==> src/rtl/afl_pkg.sv <==
package afl_pkg;
    localparam int ADDR_W   = 32;
    localparam int GRAN_LSB = 20;
    localparam int BOUND_W  = ADDR_W - GRAN_LSB;
    localparam int REG_AW   = 12;
    localparam int NPORT    = 2;
    localparam int PSEL_W   = $clog2(NPORT);

    typedef logic [BOUND_W-1:0] bound_t;
    typedef logic [ADDR_W-1:0]  addr_t;

    typedef enum logic [PSEL_W-1:0] {
        PORT_XBAR = '0,
        PORT_MEMC = 1'b1
    } port_sel_e;

    typedef struct packed {
        bound_t lo;
        bound_t hi;
        logic   on;
    } window_t;

    function automatic bound_t top_bits(input addr_t a);
        return a[ADDR_W-1:GRAN_LSB];
    endfunction
endpackage

==> src/rtl/afl_cfg_regs.sv <==
module afl_cfg_regs
    import afl_pkg::*;
#(
    parameter logic [REG_AW-1:0] LO_OFS = 12'hC00,
    parameter logic [REG_AW-1:0] HI_OFS = 12'hC04,
    parameter bound_t LO_RST = 12'h001,
    parameter bound_t HI_RST = 12'hC00,
    parameter logic   ON_RST = 1'b1
) (
    input  logic              clk,
    input  logic              rst,
    input  logic              we,
    input  logic [REG_AW-1:0] addr,
    input  addr_t             wdata,
    output addr_t             rdata,
    output logic              err,
    output window_t           win
);
    logic hit_lo, hit_hi, bad_lo, bad_hi, refuse;

    assign hit_lo = (addr == LO_OFS);
    assign hit_hi = (addr == HI_OFS);
    // Bit 0 of the lower-bound word is the enable; bits between are reserved.
    assign bad_lo = |wdata[GRAN_LSB-1:1];
    assign bad_hi = |wdata[GRAN_LSB-1:0];
    assign refuse = we && ((hit_lo && bad_lo) || (hit_hi && bad_hi));

    always_ff @(posedge clk) begin
        if (rst) begin
            win.lo <= LO_RST;
            win.hi <= HI_RST;
            win.on <= ON_RST;
            err    <= 1'b0;
        end else begin
            err <= refuse;
            if (we && hit_lo && !bad_lo) begin
                win.lo <= top_bits(wdata);
                win.on <= wdata[0];
            end
            if (we && hit_hi && !bad_hi) begin
                win.hi <= top_bits(wdata);
            end
        end
    end

    always_comb begin
        rdata = '0;
        if (hit_lo) begin
            rdata = {win.lo, {(GRAN_LSB-1){1'b0}}, win.on};
        end else if (hit_hi) begin
            rdata = {win.hi, {GRAN_LSB{1'b0}}};
        end
    end
endmodule

==> src/rtl/afl_window_cmp.sv <==
module afl_window_cmp
    import afl_pkg::*;
(
    input  window_t   win,
    input  addr_t     addr,
    output port_sel_e sel
);
    bound_t key;
    logic   above_lo, below_hi;

    assign key      = top_bits(addr);
    assign above_lo = (key >= win.lo);
    assign below_hi = (key <  win.hi);
    assign sel      = (win.on && above_lo && below_hi) ? PORT_MEMC : PORT_XBAR;
endmodule

==> src/rtl/afl_port_steer.sv <==
module afl_port_steer
    import afl_pkg::*;
(
    input  logic             in_valid,
    output logic             in_ready,
    input  addr_t            in_addr,
    input  port_sel_e        sel,
    output logic [NPORT-1:0] out_valid,
    input  logic [NPORT-1:0] out_ready,
    output addr_t            out_addr [NPORT]
);
    for (genvar p = 0; p < NPORT; p++) begin : g_port
        assign out_valid[p] = in_valid && (sel == port_sel_e'(p));
        assign out_addr[p]  = in_addr;
    end

    assign in_ready = out_ready[sel];
endmodule

==> src/rtl/mport_addr_steer.sv <==
module mport_addr_steer
    import afl_pkg::*;
#(
    parameter logic [REG_AW-1:0] LO_OFS = 12'hC00,
    parameter logic [REG_AW-1:0] HI_OFS = 12'hC04
) (
    input  logic              clk,
    input  logic              rst,
    input  logic              up_valid,
    output logic              up_ready,
    input  logic [ADDR_W-1:0] up_addr,
    output logic              m0_valid,
    input  logic              m0_ready,
    output logic [ADDR_W-1:0] m0_addr,
    output logic              m1_valid,
    input  logic              m1_ready,
    output logic [ADDR_W-1:0] m1_addr,
    input  logic              cfg_we,
    input  logic [REG_AW-1:0] cfg_addr,
    input  logic [ADDR_W-1:0] cfg_wdata,
    output logic [ADDR_W-1:0] cfg_rdata,
    output logic              cfg_err
);
    window_t          win;
    port_sel_e        sel;
    logic [NPORT-1:0] pv, pr;
    addr_t            pa [NPORT];
    logic             win_on;

    afl_cfg_regs #(.LO_OFS(LO_OFS), .HI_OFS(HI_OFS)) u_regs (
        .clk(clk), .rst(rst), .we(cfg_we), .addr(cfg_addr),
        .wdata(cfg_wdata), .rdata(cfg_rdata), .err(cfg_err), .win(win)
    );

    afl_window_cmp u_cmp (.win(win), .addr(up_addr), .sel(sel));

    assign pr = {m1_ready, m0_ready};

    afl_port_steer u_steer (
        .in_valid(up_valid), .in_ready(up_ready), .in_addr(up_addr),
        .sel(sel), .out_valid(pv), .out_ready(pr), .out_addr(pa)
    );

    assign m0_valid = pv[PORT_XBAR];
    assign m1_valid = pv[PORT_MEMC];
    assign m0_addr  = pa[PORT_XBAR];
    assign m1_addr  = pa[PORT_MEMC];
    assign win_on   = win.on;
endmodule

==> config.mk <==
export PLATFORM = sky130hd
export DESIGN_NAME = mport_addr_steer
export DESIGN_NICKNAME = d
export VERILOG_FILES = /design/src/rtl/afl_pkg.sv /design/src/rtl/afl_cfg_regs.sv /design/src/rtl/afl_window_cmp.sv /design/src/rtl/afl_port_steer.sv /design/src/rtl/mport_addr_steer.sv
export SDC_FILE = /design/constraint.sdc
export NUM_CORES = 1
export LEC_CHECK = 0
export ABC_CLOCK_PERIOD_IN_PS = 2800
export BUFFER_PORTS_ARGS = -buffer_cell sky130_fd_sc_hd__clkbuf_2
export CAP_MARGIN = 20
export CELL_PAD_IN_SITES_DETAIL_PLACEMENT = 0
export CELL_PAD_IN_SITES_GLOBAL_PLACEMENT = 1
export CORE_MARGIN = 5
export CORE_UTILIZATION = 27
export DETAILED_ROUTE_END_ITERATION = 10
export PLACE_DENSITY_LB_ADDON = 0.12
export RECOVER_POWER = 25
export SETUP_SLACK_MARGIN = 0.1
export SYNTH_ARGS = -nofsm -noshare
export SYNTH_HDL_FRONTEND = slang
export SYNTH_SLANG_ARGS = --single-unit
==> constraint.sdc <==
create_clock -name clk -period 2.8 [get_ports clk]
set_input_delay 0.28 -clock clk [delete_from_list [all_inputs] [get_ports clk]]
set_output_delay 0.28 -clock clk [all_outputs]
set_load 0.05 [all_outputs]
== Word-level counts from Yosys, hierarchy flattened ==
Index checks and enable logic that the tools add are counted.
Operators by class
  add/subtract/negate cells: 0
  $mul: 0
  divide/modulo/power cells: 0
  $lt $le $gt $ge: 3
  eq/ne operators: 2
  shifts and indexed selects: 0
  multiplexer cells: 5
  bitwise gates (word level): 1
  reduce and logical (&&, ||, !) cells: 16
Operator list (number)
  $mux W32: 2
  $eq A12 B12 Y1 const B: 2
  $reduce_or A20 Y1: 1
  $reduce_or A19 Y1: 1
  $ge A12 B12 Y1: 1
  $lt A12 B12 Y1: 1
  $logic_and A1 B1 Y1: 11
  $mux W1: 3
  $logic_not A1 Y1: 2
  $lt A1 B2 Y1 const B: 1
  $logic_or A1 B1 Y1: 1
  $not A1 Y1: 1
Word-level totals
  register bits: 26
  bits in latches: 0
  memory bits (writable): 0
  ROM bits: 0
  bits of input ports: 82
  word-level logic and storage cells: 31
  memories: 0

== Logic depth before layout (Yosys ltp) ==
  word-level depth: 6
  gate-level depth with buffers: 8
  mapped depth without buffers: 8

== Hierarchy ==
Synthesis repeated with hierarchy kept, for this count alone.
Unflattened totals
  cells, all modules: 321
  area total of the unflattened synthesis: 2650.0 µm²
By module, submodules not included
  afl_cfg_regs: times used 1, cells each 178, area each 1560.2 µm², seq. area each 520.5 µm²
  afl_window_cmp: times used 1, cells each 76, area each 578.1 µm², seq. area each 0.0 µm²
  afl_port_steer: times used 1, cells each 67, area each 511.7 µm², seq. area each 0.0 µm²

== Least setup slack after synthesis ==
No wires, ideal clock.
  path kind: input port to output port
  start: in up_addr[20]
  end: out m0_valid
  data arrival time: 2193 ps
  data required time: 2520 ps
  slack: 327 ps
  stages: 8
  path buffers: 0
  cell sequence: inv_1 -> ha_1 -> nand2b_1 -> a211oi_1 -> o21bai_1 -> a2111oi_0 -> nor4_1 -> nor2b_1
On the way
  cells in the longest elaborated chain, start to end: 6
  elaborated cells between the ends (all ways): 7
Ends and longest elaborated chain
  start, declared: RTL line mport_addr_steer.sv:11  | input logic [ADDR_W-1:0] up_addr,
  $ge A12 B12 Y1: RTL line afl_window_cmp.sv:12  | assign above_lo = (key >= win.lo);
  $logic_and A1 B1 Y1: RTL line afl_window_cmp.sv:14  | assign sel = (win.on && above_lo && below_hi) ? PORT_MEMC : PORT_XBAR;
  $logic_and A1 B1 Y1 *: RTL line afl_window_cmp.sv:14
  $mux W1 *: RTL line afl_window_cmp.sv:14
  $not A1 Y1 *: RTL line afl_port_steer.sv:13  | assign out_valid[p] = in_valid && (sel == port_sel_e'(p));
  $logic_and A1 B1 Y1 *: RTL line afl_port_steer.sv:13
  end, declared: RTL line mport_addr_steer.sv:12  | output logic m0_valid,
Mark *: on every way between the ends. The rest lies on a longest branch, timed or not.

== Worst setup path in the final report ==
  start: reg, netlist name u_regs.win[23]
  end: out up_ready
On the way
  cells in the longest elaborated chain, start to end: 6
Ends and longest elaborated chain
  $ge A12 B12 Y1: RTL line afl_window_cmp.sv:12
  $logic_and A1 B1 Y1 (2 in a row): RTL line afl_window_cmp.sv:14
  $mux W1: RTL line afl_window_cmp.sv:14
  $mux W1 (not written as such) (2 in a row): RTL line afl_port_steer.sv:17  | assign in_ready = out_ready[sel];
  end, declared: RTL line mport_addr_steer.sv:10  | output logic up_ready,
Every way passes these cells. The select of a mux whose other input is x is not followed.

==> reports/results.ini <==
[run_status]
status=finished, final reports clean

[route]
drc=0
ant_nets=0
drtPass1Iterations=4
wl_per_cell_um=13.7
dr.first_iter.drc_count=37
wl_mm=6.03
vias_per_cell=4.28
dr_total_vias=1887

[synth]
avgSynthCellArea_um2=8.23
synth_flop_cell=dfxtp_1
ys_seq_area_share_pct=21.5
syn_inst=294
ys_async_sr_fraction_pct=0
synth-seq-cells=26
synth_edf_count=0
synth_warnings=0
ys_types=36
netlist_area_mm2=0.00242

[finish]
fillers=962
num_antenna_cells=0
layout.cells.non_filler=441
fin_area_mm2=0.00270
drive_gt1_share_pct=40.8
final_nets=440
utilization_pct=31.0
area_growth_pct=11.6

[worst_setup_path]
arrival_ns=2.42
criticalPathCategory=reg2out
rrSetupSlack_ns=1.97
end_kind=output port
start_kind=flip-flop
cp-endpoint=up_ready
critPathMaxFanout=3
rr_worst_depth=2
r2r_start=u_regs.win[0]
worstPathRequired_ns=2.52
r2r-end=u_regs.win[0]
crit_path_start=u_regs.win[23]

[clock_tree]
path_clk_slew_ns=0.09
h-tree-depth=1
cts_hold_buf=0
cts_tree=done
numCtsBuffers=3
clock_path_buffers=2
clock_sinks=26
clk_root_buffer_cell=clkbuf_8
clk_latency_ns=0.27

[timing]
fin_crit_sh_pct=96.4
fmax_mhz=370
rsz0062_at_grt=yes
setup_viol=0
worstMarginPinSlew_ns=0.596
fin_setup_tns_ns=0
setup_ws_ns=0.101
finClkSkew_ns=0
slew_headroom_pct=60.3
slew_viol_final=0
hold_viol=0
min_period_ns=2.70
whs_ns=0.227

[floorplanning]
rows=34
pin_count=182
die_h_um=105
initial_core_util_pct=27.7
die_w_um=105
core-area_mm2=0.00872
die_area_mm2=0.0110

[power_and_ir_drop]
p_int_uw=552
pwr-share-seq_pct=42.1
power_frac_comb_pct=33.6
p_sw_uw=326
power.total_uw=878
max-vdd-ir-drop_v=0.000144
leakage_nw=1.32
clockPowerShare_pct=24.4
netSwitchingFraction_pct=37.1
p_per_area_mw_per_mm2=325

[place]
hpwlAfterDp_mm=4.95
placedCellCount=436
placed_area_mm2=0.00251
place_ws_ns=0.130
io_buffers=102
gp_congestion=0.674

[global_routing]
grt_overflow=0
grt_max_degree=27
track_usage_pct=10.8
grt_pass1_wl_mm=9.72
grt_pass1_vias=1981
antenna_found_initial=0

[run]
max_cap_violations=0

[hold_path]
hp-class=in2reg

## power groups by stage
stage	combinational (mW)	clock, mW	sequential (mW)
floorplan	0.388	0	0.378
global placement	0.277	0	0.378
detailed placement	0.278	0	0.378
CTS	0.287	0.232	0.369
global route	0.316	0.249	0.370
finish	0.295	0.214	0.369
## worst min-delay path by stage
stage               cells past startpoint              to            from  slack [ns]
floorplan                               1   u_regs.win[0]    cfg_wdata[0]        0.40
global placement                        1  u_regs.win[11]  u_regs.win[11]        0.49
detailed placement                      1  u_regs.win[12]  u_regs.win[12]        0.48
CTS                                     2  u_regs.win[13]   cfg_wdata[20]        0.22
global route                            2  u_regs.win[13]   cfg_wdata[20]        0.23
finish                                  2  u_regs.win[13]   cfg_wdata[20]        0.23
## final cells by class
class | count | area [µm²] | area share [%]
Inverter | 28 | 105 | 3.89
Tap cell | 108 | 135 | 5.00
Sequential cell | 26 | 528 | 19.6
Timing Repair Buffer | 110 | 586 | 21.7
Multi-Input combinational cell | 166 | 1310 | 48.3
Clock buffer | 3 | 41.3 | 1.53
## synth_stat cells (2+ instances only)
master,instances,share of area [%]
ha_1,23,12
mux2i_1,33,14
a2111oi_0,2,0.72
o21bai_1,2,0.62
dfxtp_1,26,22
nor2b_1,5,1.3
nor4_1,7,1.8
buf_4,84,26
a21o_1,2,0.62
nor2_1,36,5.6
nor3_1,3,0.62
inv_1,28,4.3
a211o_1,4,1.4
nand2_1,2,0.31
a21oi_1,7,1.4
nand4_1,4,1.0
o21ai_0,3,0.62
clkbuf_1,5,0.78
## metal layers
layer | up-vias | track usage (%) | part of all wire (%)
met5 | - | 0 | 0
met4 | 0 | 3.93 | 2.4
met3 | 17 | 2.40 | 8.2
met2 | 79 | 18.7 | 48
met1 | 839 | 13.1 | 42
li1 | 952 | - | -
## worst max-delay path: stages (launching register included)
cell	delay, ns
dfxtp_2	0.36
inv_2	0.05
ha_4	0.26
nand4_1	0.22
nor3_2	0.32
a2111oi_4	0.12
nor4_4	0.33
mux2_4	0.34
buf_8	0.15
## cell usage in the layout (no fill, tap or decap), drive strengths merged, types with 5 or more instances in the layout
| cell type | instances |
|---|---|
| buf | 10 |
| nor2 | 36 |
| conb | 19 |
| inv | 28 |
| nor4 | 7 |
| clkbuf | 103 |
| ha | 23 |
| mux2i | 33 |
| a21oi | 7 |
| nor2b | 5 |
| dfxtp | 26 |
## kinds of logic (layout without fill, tap and decap cells)
kind of cell | after synthesis | after routing | share of synthesized area (%)
other cells | 1 | 19 | 0.155
compound gates | 22 | 22 | 6.10
simple gates | 68 | 68 | 14.2
mux | 34 | 34 | 14.1
fa+ha+maj | 23 | 23 | 11.9
buf+inv | 120 | 141 | 32.0
flops | 26 | 26 | 21.5
## sequential cells by signal, indices dropped and copies added (netlist names)
name	count
u_regs.win	25
u_regs.err	1
## repair_timing
action	4_1_cts	5_1_grt
pin swaps	3	9
endpoints found under the setup margin	2	3
resized for setup	11	23
buffers inserted	0	2
endpoints found under the hold margin	0	0
Power figures use the tool's default switching activity.
